<file path="config.mk">
export PLATFORM = sky130hd
export DESIGN_NAME = gain_prog_spi
export DESIGN_NICKNAME = d
export VERILOG_FILES = /design/src/rtl/gp_pkg.sv /design/src/rtl/gp_pace.sv /design/src/rtl/gp_shift.sv /design/src/rtl/gp_seq.sv /design/src/rtl/gain_prog_spi.sv
export SDC_FILE = /design/constraint.sdc
export NUM_CORES = 1
export LEC_CHECK = 0
export ABC_CLOCK_PERIOD_IN_PS = 4350
export BUFFER_PORTS_ARGS = -buffer_cell sky130_fd_sc_hd__clkbuf_2
export CORE_ASPECT_RATIO = 0.9
export CORE_UTILIZATION = 59
export CTS_CLUSTER_DIAMETER = 80
export CTS_CLUSTER_SIZE = 8
export DETAILED_ROUTE_END_ITERATION = 6
export GPL_ROUTABILITY_DRIVEN = 0
export PLACE_DENSITY = 0.82
export SETUP_SLACK_MARGIN = 0.02
export SLEW_MARGIN = 20
export SYNTH_ARGS = -nofsm -noshare
export SYNTH_HDL_FRONTEND = slang
export SYNTH_SLANG_ARGS = --single-unit
</file>
<file path="constraint.sdc">
create_clock -name clk -period 4.35 [get_ports clk]
set_input_delay 0.2175 -clock clk [delete_from_list [all_inputs] [get_ports clk]]
set_output_delay 0.2175 -clock clk [all_outputs]
set_load 0.005 [all_outputs]
</file>
<file path="src/rtl/gp_pkg.sv">
// Package: shared state type and elaboration-time helpers for the gain programmer.
// Assumes all timing parameters are positive integers.
package gp_pkg;

    typedef enum logic [2:0] {
        ST_IDLE,
        ST_SETUP,
        ST_HIGH,
        ST_LOW,
        ST_HOLD,
        ST_GAP
    } gp_state_t;

    // Integer ceiling division, used to turn nanoseconds into cycles.
    function automatic int unsigned cdiv(input int unsigned num, input int unsigned den);
        return (num + den - 1) / den;
    endfunction

    // Larger of two values, never below one cycle.
    function automatic int unsigned max_cyc(input int unsigned x, input int unsigned y);
        int unsigned m;
        m = (x > y) ? x : y;
        return (m < 1) ? 1 : m;
    endfunction

endpackage

</file>
<file path="src/rtl/gp_pace.sv">
// Module: gp_pace
// A reloadable down-counter that times each phase of a frame.
// A load of value N makes zero_o go high N cycles later; the owner loads
// (phase length - 1) on entry, so the phase lasts exactly its length.
module gp_pace #(
    parameter int CNT_W = 4
) (
    input  logic             clk,
    input  logic             rst_n,
    input  logic             load_i,
    input  logic [CNT_W-1:0] load_val_i,
    output logic             zero_o
);

    logic [CNT_W-1:0] cnt_q;

    // Reload on request, otherwise count down and rest at zero.
    always_ff @(posedge clk) begin
        if (!rst_n) begin
            cnt_q <= '0;
        end else if (load_i) begin
            cnt_q <= load_val_i;
        end else if (cnt_q != '0) begin
            cnt_q <= cnt_q - 1'b1;
        end
    end

    assign zero_o = (cnt_q == '0);

endmodule

</file>
<file path="src/rtl/gp_shift.sv">
// Module: gp_shift
// Holds the outgoing command word and the incoming echo bits.
// Assumes load and shift are never requested in the same cycle.
// Shifting fills with zero, so the line rests low once all bits are sent.
module gp_shift #(
    parameter int WORD_W = 8
) (
    input  logic              clk,
    input  logic              rst_n,
    input  logic              load_i,
    input  logic [WORD_W-1:0] word_i,
    input  logic              shift_i,
    input  logic              capture_i,
    input  logic              miso_i,
    output logic              mosi_o,
    output logic [WORD_W-1:0] rx_o
);

    logic [WORD_W-1:0] tx_q;
    logic [WORD_W-1:0] rx_q;

    // Transmit register: parallel load, then MSB-first shift.
    always_ff @(posedge clk) begin
        if (!rst_n) begin
            tx_q <= '0;
        end else if (load_i) begin
            tx_q <= word_i;
        end else if (shift_i) begin
            tx_q <= {tx_q[WORD_W-2:0], 1'b0};
        end
    end

    // Receive register: cleared at frame start, shifted on each sample.
    always_ff @(posedge clk) begin
        if (!rst_n) begin
            rx_q <= '0;
        end else if (load_i) begin
            rx_q <= '0;
        end else if (capture_i) begin
            rx_q <= {rx_q[WORD_W-2:0], miso_i};
        end
    end

    assign mosi_o = tx_q[WORD_W-1];
    assign rx_o   = rx_q;

    assert_load_shift_excl_R2: assert property (@(posedge clk) disable iff (!rst_n)
        !(load_i && shift_i));

endmodule

</file>
<file path="src/rtl/gp_seq.sv">
// Module: gp_seq
// Frame sequencer: walks setup, 8 high/low clock phases, hold and gap.
// It drives chip select, serial clock and busy as registered outputs, and
// issues the strobes for the shifter and the pacing counter.
// Assumes each phase length is at least one cycle.
module gp_seq
    import gp_pkg::*;
#(
    parameter int WORD_W    = 8,
    parameter int CNT_W     = 4,
    parameter int SETUP_CYC = 6,
    parameter int HALF_CYC  = 10,
    parameter int HOLD_CYC  = 6,
    parameter int GAP_CYC   = 10
) (
    input  logic             clk,
    input  logic             rst_n,
    input  logic             start_i,
    input  logic             pace_zero_i,
    output logic             pace_load_o,
    output logic [CNT_W-1:0] pace_val_o,
    output logic             load_o,
    output logic             shift_o,
    output logic             capture_o,
    output logic             commit_o,
    output logic             cs_n_o,
    output logic             sck_o,
    output logic             busy_o
);

    localparam int BIT_W = $clog2(WORD_W);
    localparam logic [BIT_W-1:0] LAST_BIT = BIT_W'(WORD_W - 1);

    gp_state_t        state_q, state_d;
    logic [BIT_W-1:0] bit_q;
    logic             cs_n_q, sck_q, busy_q;

    // Next-state and strobe decode for the current phase.
    always_comb begin
        state_d     = state_q;
        pace_load_o = 1'b0;
        pace_val_o  = '0;
        load_o      = 1'b0;
        shift_o     = 1'b0;
        capture_o   = 1'b0;
        commit_o    = 1'b0;
        unique case (state_q)
            ST_IDLE: if (start_i) begin
                load_o      = 1'b1;
                pace_load_o = 1'b1;
                pace_val_o  = CNT_W'(SETUP_CYC - 1);
                state_d     = ST_SETUP;
            end
            ST_SETUP: if (pace_zero_i) begin
                capture_o   = 1'b1;
                pace_load_o = 1'b1;
                pace_val_o  = CNT_W'(HALF_CYC - 1);
                state_d     = ST_HIGH;
            end
            ST_HIGH: if (pace_zero_i) begin
                shift_o     = 1'b1;
                pace_load_o = 1'b1;
                if (bit_q == LAST_BIT) begin
                    pace_val_o = CNT_W'(HOLD_CYC - 1);
                    state_d    = ST_HOLD;
                end else begin
                    pace_val_o = CNT_W'(HALF_CYC - 1);
                    state_d    = ST_LOW;
                end
            end
            ST_LOW: if (pace_zero_i) begin
                capture_o   = 1'b1;
                pace_load_o = 1'b1;
                pace_val_o  = CNT_W'(HALF_CYC - 1);
                state_d     = ST_HIGH;
            end
            ST_HOLD: if (pace_zero_i) begin
                commit_o    = 1'b1;
                pace_load_o = 1'b1;
                pace_val_o  = CNT_W'(GAP_CYC - 1);
                state_d     = ST_GAP;
            end
            ST_GAP: if (pace_zero_i) begin
                state_d = ST_IDLE;
            end
            default: state_d = ST_IDLE;
        endcase
    end

    // State register and the registered line drivers derived from next state.
    always_ff @(posedge clk) begin
        if (!rst_n) begin
            state_q <= ST_IDLE;
            cs_n_q  <= 1'b1;
            sck_q   <= 1'b0;
            busy_q  <= 1'b0;
        end else begin
            state_q <= state_d;
            cs_n_q  <= (state_d == ST_IDLE) || (state_d == ST_GAP);
            sck_q   <= (state_d == ST_HIGH);
            busy_q  <= (state_d != ST_IDLE);
        end
    end

    // Bit counter: cleared on acceptance, advanced on every falling edge.
    always_ff @(posedge clk) begin
        if (!rst_n) begin
            bit_q <= '0;
        end else if (load_o) begin
            bit_q <= '0;
        end else if (shift_o) begin
            bit_q <= bit_q + 1'b1;
        end
    end

    assign cs_n_o = cs_n_q;
    assign sck_o  = sck_q;
    assign busy_o = busy_q;

    assert_sck_idle_R4: assert property (@(posedge clk) disable iff (!rst_n)
        cs_n_o |-> !sck_o);
    assert_busy_cover_R9: assert property (@(posedge clk) disable iff (!rst_n)
        !busy_o |-> cs_n_o);
    assert_start_ignored_R9: assert property (@(posedge clk) disable iff (!rst_n)
        (busy_o && start_i) |-> !load_o);

endmodule

</file>
<file path="src/rtl/gain_prog_spi.sv">
// Module: gain_prog_spi (top)
// Programs a two-channel pre-amplifier over SPI and reads back its previous
// setting. All timing is derived from the clock rate and nanosecond limits.
// Assumes miso_i is synchronous enough to sample directly (slow serial link).
module gain_prog_spi
    import gp_pkg::*;
#(
    parameter int GAIN_W       = 4,
    parameter int SYS_CLK_MHZ  = 200,
    parameter int SCK_MAX_MHZ  = 10,
    parameter int MIN_PHASE_NS = 50,
    parameter int CS_SETUP_NS  = 30,
    parameter int CS_HOLD_NS   = 30,
    parameter int GAP_NS       = 50
) (
    input  logic                clk,
    input  logic                rst_n,
    input  logic                start_i,
    input  logic [GAIN_W-1:0]   gain_a_i,
    input  logic [GAIN_W-1:0]   gain_b_i,
    output logic                busy_o,
    output logic                done_o,
    output logic [2*GAIN_W-1:0] echo_o,
    output logic                cs_n_o,
    output logic                sck_o,
    output logic                mosi_o,
    input  logic                miso_i
);

    localparam int WORD_W    = 2 * GAIN_W;
    localparam int HALF_CYC  = int'(max_cyc(cdiv(SYS_CLK_MHZ, 2 * SCK_MAX_MHZ),
                                            cdiv(MIN_PHASE_NS * SYS_CLK_MHZ, 1000)));
    localparam int SETUP_CYC = int'(max_cyc(cdiv(CS_SETUP_NS * SYS_CLK_MHZ, 1000), 1));
    localparam int HOLD_CYC  = int'(max_cyc(cdiv(CS_HOLD_NS * SYS_CLK_MHZ, 1000), 1));
    localparam int GAP_CYC   = int'(max_cyc(cdiv(GAP_NS * SYS_CLK_MHZ, 1000), 1));
    localparam int MAX_CYC   = int'(max_cyc(max_cyc(HALF_CYC, SETUP_CYC),
                                            max_cyc(HOLD_CYC, GAP_CYC)));
    localparam int CNT_W     = $clog2(MAX_CYC + 1);

    logic             pace_load, pace_zero;
    logic [CNT_W-1:0] pace_val;
    logic             load, shift, capture, commit;
    logic [WORD_W-1:0] rx;
    logic [WORD_W-1:0] echo_q;
    logic              done_q;

    gp_pace #(.CNT_W(CNT_W)) u_pace (
        .clk        (clk),
        .rst_n      (rst_n),
        .load_i     (pace_load),
        .load_val_i (pace_val),
        .zero_o     (pace_zero)
    );

    gp_seq #(
        .WORD_W    (WORD_W),
        .CNT_W     (CNT_W),
        .SETUP_CYC (SETUP_CYC),
        .HALF_CYC  (HALF_CYC),
        .HOLD_CYC  (HOLD_CYC),
        .GAP_CYC   (GAP_CYC)
    ) u_seq (
        .clk         (clk),
        .rst_n       (rst_n),
        .start_i     (start_i),
        .pace_zero_i (pace_zero),
        .pace_load_o (pace_load),
        .pace_val_o  (pace_val),
        .load_o      (load),
        .shift_o     (shift),
        .capture_o   (capture),
        .commit_o    (commit),
        .cs_n_o      (cs_n_o),
        .sck_o       (sck_o),
        .busy_o      (busy_o)
    );

    gp_shift #(.WORD_W(WORD_W)) u_shift (
        .clk       (clk),
        .rst_n     (rst_n),
        .load_i    (load),
        .word_i    ({gain_b_i, gain_a_i}),
        .shift_i   (shift),
        .capture_i (capture),
        .miso_i    (miso_i),
        .mosi_o    (mosi_o),
        .rx_o      (rx)
    );

    // Readback register and done pulse, both set as chip select rises.
    always_ff @(posedge clk) begin
        if (!rst_n) begin
            echo_q <= '0;
            done_q <= 1'b0;
        end else begin
            done_q <= commit;
            if (commit) begin
                echo_q <= rx;
            end
        end
    end

    assign echo_o = echo_q;
    assign done_o = done_q;

    assert_mosi_steady_R3: assert property (@(posedge clk) disable iff (!rst_n)
        sck_o |-> $stable(mosi_o));
    assert_mosi_quiet_R2: assert property (@(posedge clk) disable iff (!rst_n)
        cs_n_o |-> !mosi_o);
    assert_done_pulse_R8: assert property (@(posedge clk) disable iff (!rst_n)
        done_o |=> !done_o);
    assert_echo_hold_R8: assert property (@(posedge clk) disable iff (!rst_n)
        !done_o |-> $stable(echo_o));
    assert_done_at_cs_rise_R6: assert property (@(posedge clk) disable iff (!rst_n)
        done_o |-> (cs_n_o && !$past(cs_n_o)));

endmodule

</file>
# Word level (Yosys, flattened, before mapping)
# Index checks and enable logic that the tools add are counted.
[op_classes]
add_sub_neg = 2
n_eq_ne = 8
n_mux = 23
bitwise_logic = 1
n_reduce_logical = 12
[ops]
columns = ["cell", "n"]
rows = [
  ["3-bit 2-to-1 mux", 7],
  ["4-bit 2-to-1 mux", 5],
  ["8-bit 2-to-1 mux", 2],
  ["3-bit case mux with 5 select lines", 1],
  ["3-bit equality test, second input constant", 4],
  ["4-bit case mux with 3 select lines", 1],
  ["3-bit by 2-bit equality test with 1-bit output, second input constant", 3],
  ["3-bit zero test", 2],
  ["1-bit 2-to-1 mux", 6],
  ["4-bit zero test", 1],
  ["2-bit nonzero test", 2],
  ["4-bit nonzero test", 1],
  ["2-bit OR reduction", 2],
  ["4-bit OR reduction", 1],
  ["4-bit by 1-bit subtractor with 4-bit output, second input constant", 1],
  ["3-bit by 1-bit adder with 3-bit output, second input constant", 1],
  ["3-bit by 1-bit equality test with 1-bit output, second input constant", 1],
  ["3-bit nonzero test", 1],
  ["3-bit OR reduction", 1],
  ["1-bit case mux with 2 select lines", 1],
  ["1-bit logical OR", 1],
  ["1-bit NOT", 1],
]
[totals]
register_bits = 38
input_bits = 12
out_inout_bits = 13
wordCells = 56

# Depth between registers and ports, before layout
[logic_depth]
ltp_word = 6
depth_mapped = 8
mapped_depth_nobuf = 6

# Modules after synthesis
# A second synthesis with hierarchy kept.
[unflattened]
cells_unflattened = 169
area_unflattened_um2 = 1791.7
[by_module_without_submodules]
columns = ["mod", "n_inst", "cells_each", "area_each_um2", "seq_area_each_um2"]
rows = [
  ["gp_shift", 1, 62, 706.9, 320.3],
  ["gp_seq", 1, 57, 525.5, 180.2],
  ["gain_prog_spi", 1, 27, 329.1, 180.2],
  ["gp_pace", 1, 23, 230.2, 80.1],
]

# Least setup slack after synthesis
# OpenSTA, ideal clock, no wires.
[synth_path]
kind = "register -> register"
start = "register u_pace.cnt_q[0]"
end = "register echo_q[0] (netlist: echo_o[0])"
setup_ps = 128
t_arrival_ps = 1435
required_time_ps = 4222
setup_slack_ps = 2787
path_stages_with_launch = 9
cell_sequence = "dfxtp_1 inv_1 ha_1 nor3b_2 buf_4 nand3_1 buf_2 mux2i_1 nor2_1"
[synth_via]
elab_chain_cells = 3
[synth_lines]
columns = ["item", "line_no", "rtl"]
rows = [
  ["start, declared", "gp_pace.sv:15", "logic [CNT_W-1:0] cnt_q;"],
  ["start signal, assigned", "gp_pace.sv:22", "cnt_q <= load_val_i;"],
  ["start signal, assigned", "gp_pace.sv:24", "cnt_q <= cnt_q - 1'b1;"],
  ["4-bit zero test", "gp_pace.sv:28", "assign zero_o = (cnt_q == '0);"],
  ["1-bit 2-to-1 mux", "gp_seq.sv:77", "ST_HOLD: if (pace_zero_i) begin"],
  ["1-bit 2-to-1 mux", "gp_seq.sv:47", "unique case (state_q)"],
  ["end signal, assigned", "gain_prog_spi.sv:98", "echo_q <= rx;"],
  ["end, declared", "gain_prog_spi.sv:44", "logic [WORD_W-1:0] echo_q;"],
]
# No other way between the ends.
# A chain may end at the register's enable or synchronous reset.

# Worst setup path in the final report
[layout_path]
start = "register u_pace.cnt_q[0]"
end = "register echo_q[2] (netlist: echo_o[2])"
# Same word-level chain as after synthesis.

==> results.ini <==
[cells_and_area]
syn2layout_area_growth_pct=9.70
diodes=0
final_nets=216
final_common_cell=dfxtp_1
final_cell_mix=dfxtp_1, nand2_1, clkbuf_2
stdcell_area_mm2=0.00171
drive_gt1_share_pct=16.5
instances_no_fill=228

[floorplanning]
start_util_pct=62.7
fp.dieH_um=50.8
die-area_mm2=0.00286
die_x_um=56.2
pin_count=25
rows=17
design.core.area_mm2=0.00249

[clock_network]
numClockSinks=38
clk_latency_ns=0.33
cts_max_level=2
clkTransAtPathRegs_ns=0.10
post_cts_buffers=0
hold_buffers=0
cts_root_buffer=clkbuf_4
cts_buffer_depth=2
cts_tree=done
ctsResizeCount=0
cts_buffers=5

[detailed_routing]
vias_per_cell=5.79
vias=1319
antenna_left=0
drtIter0Drc=61
wirelength_um=3010
drc=0
first_pass_iters=4
wire_per_inst_um=13.2

[synth]
yosysSeqAreaShare_pct=48.7
yosysWarnings=0
mappedNetlistArea_mm2=0.00156
ys_seq_elements=38
synthCells=181
synth_cell_types=32
synth_nets=196
avgSynthCellArea_um2=8.63

[sta]
slew_violations=0
tns_ns=0
fin_crit_ns=2.27
period_share_pct=52.2
slew_headroom_pct=55.2
layout_setup_ws_ns=2.08
report.final.hold_viol_count=0
rsz0062_at_grt=false
timing.fmax_mhz=441
finalSetupViolations=0
finalClockSkew_ns=0.00509
worst_pin_slew_ns=0.670

[critical_path]
required_ns=4.57
critPathLaunchType=register
r2r_slack_ns=2.08
cpPeakStageDelay_ns=0.56
endpoint=echo_o[2]$_SDFFE_PN0P_
timing.rr.end=echo_o[2]$_SDFFE_PN0P_
crit_arrival_ns=2.49
cp_slowest_cell=nor3b_2
cp-startpoint=u_pace.cnt_q[0]$_SDFFE_PN0P_
crit_type=reg2reg
r2r-start=u_pace.cnt_q[0]$_SDFFE_PN0P_
r2r_cells=6
crit_path_max_fanout=12
critPathCaptureType=register
crit_chain=inv_1 -> ha_1 -> nor3b_2 -> nand3_1 -> mux2i_1 -> nor2_1

[pwr]
p_int_mw=0.553
power_frac_clock_pct=21.2
power_switching_mw=0.280
swShare_pct=33.6
seq_power_share_pct=51.3
p_leak_nw=0.728
comb_power_share_pct=27.5
ir_drop_v=0.000376
p_per_area_mw_per_mm2=486

[place]
post-place-cells=222
pre_cts_ws_ns=2.10
dp_hpwl_um=2170
place_area_mm2=0.00166
io_buffers=24

[global_routing]
grt_pass1_vias=1232
antenna_found_initial=0
grt-ovfl-total=0
grt_pass1_wl_um=5400
grt_max_degree=23
grt_use_total_pct=25.1

[run]
drv_cap=0

[worst_hold_path]
hold_class=in2reg

[run_status]
status=finished clean

==> worst min-delay path by stage <==
| stage | start | slack (ns) | to | cells past startpoint |
|---|---|---|---|---|
| finish | miso_i | 0.1 | u_shift.rx_o[0]$_SDFFE_PP0P_ | 3 |
| global route | miso_i | 0.08 | u_shift.rx_o[0]$_SDFFE_PP0P_ | 3 |
| CTS | miso_i | 0.09 | u_shift.rx_o[0]$_SDFFE_PP0P_ | 3 |
| detailed placement | miso_i | 0.45 | u_shift.rx_o[0]$_SDFFE_PP0P_ | 3 |
| global placement | u_seq.bit_q[1]$_SDFFE_PP0P_ | 0.45 | u_seq.bit_q[1]$_SDFFE_PP0P_ | 2 |
| floorplan | miso_i | 0.35 | u_shift.rx_o[0]$_SDFFE_PP0P_ | 2 |
==> per-stage QoR <==
| step | util, % | hold WS [ns] | total power, mW |
|---|---|---|---|
| 6_report | 68.8 | 0.0965 | 0.833 |
| 5_1_grt | 68.8 | 0.0837 | 0.889 |
| 4_1_cts | 68.8 | 0.0946 | 0.835 |
| 3_5_place_dp | 66.8 | 0.455 | 0.663 |
| 3_3_place_gp | 66.8 | 0.446 | 0.646 |
| 2_1_floorplan | - | 0.354 | 0.621 |
==> critical path: cells and delay by family (launching register included) <==
family | cells | cell delay [ns]
AND/OR/NAND/NOR | 3 | 1.17
multiplexers | 1 | 0.33
flip-flops | 1 | 0.32
adder cells (fa/ha/maj) | 1 | 0.23
buffers and inverters | 1 | 0.09
==> power groups by stage <==
stage	sequential, mW	combinational (mW)	clock, mW
floorplan	0.422	0.199	0
global placement	0.431	0.214	0
detailed placement	0.436	0.227	0
CTS	0.427	0.228	0.180
global route	0.434	0.259	0.196
finish	0.427	0.229	0.176
==> sequential cells by signal, indices dropped and copies added, names as in the netlist <==
| register | count |
|---|---|
| echo_o | 8 |
| u_seq.busy_o | 1 |
| u_shift.tx_q | 8 |
| u_pace.cnt_q | 4 |
| u_seq.bit_q | 3 |
| done_o | 1 |
| u_seq.state_q | 3 |
| u_seq.sck_o | 1 |
| u_seq.cs_n_o | 1 |
| u_shift.rx_o | 8 |
==> layer usage <==
layer | share of wire [%] | track usage [%] | vias to the layer above
met2 | 48 | 40.3 | 32
li1 | - | - | 668
met3 | 5.2 | 9.28 | 2
met1 | 46 | 31.6 | 617
met5 | 0 | 0 | -
met4 | 0.46 | 7.72 | 0
==> synthesized netlist by cell type <==
cell type	count	area share, %
a21boi_0	1	0.48
a21oi_1	16	5.1
a221oi_1	1	0.56
a221oi_2	1	0.96
a22o_1	1	0.56
a31oi_1	8	3.2
a41oi_1	1	0.56
and2_1	1	0.40
and3_1	2	0.80
buf_2	5	1.6
buf_4	2	0.96
clkbuf_1	4	0.96
dfxtp_1	38	49
ha_1	3	2.4
inv_1	4	0.96
mux2i_1	8	5.1
nand2_1	32	7.7
nand2b_1	4	1.6
nand3_1	3	0.96
nand3_2	1	0.64
nand3b_1	2	0.96
nand4bb_1	1	0.72
nor2_1	13	3.1
nor2b_1	1	0.40
nor3_1	3	0.96
nor3b_2	1	0.80
nor4_1	1	0.40
o21ai_0	18	5.8
o31ai_1	1	0.48
o41ai_1	1	0.56
or3_1	1	0.40
xnor2_1	2	1.1
==> logic make-up after synthesis <==
family,share of synthesized area [%]
AND/OR/NAND/NOR,19.9
XOR/XNOR,1.12
flip-flops,48.7
multiplexers,5.13
buffers and inverters,4.49
adder cells (fa/ha/maj),2.40
AO/OA/AOI/OAI,18.3
==> layout make-up <==
cell class / instances / area (µm²)
flip-flops and latches: 38 / 761
well taps: 28 / 35.0
inverters: 4 / 15.0
multi-input cells: 128 / 731
clock buffers: 6 / 51.3
repair buffers: 24 / 120
fillers: 204 / 776
Power figures use the tool's default switching activity.
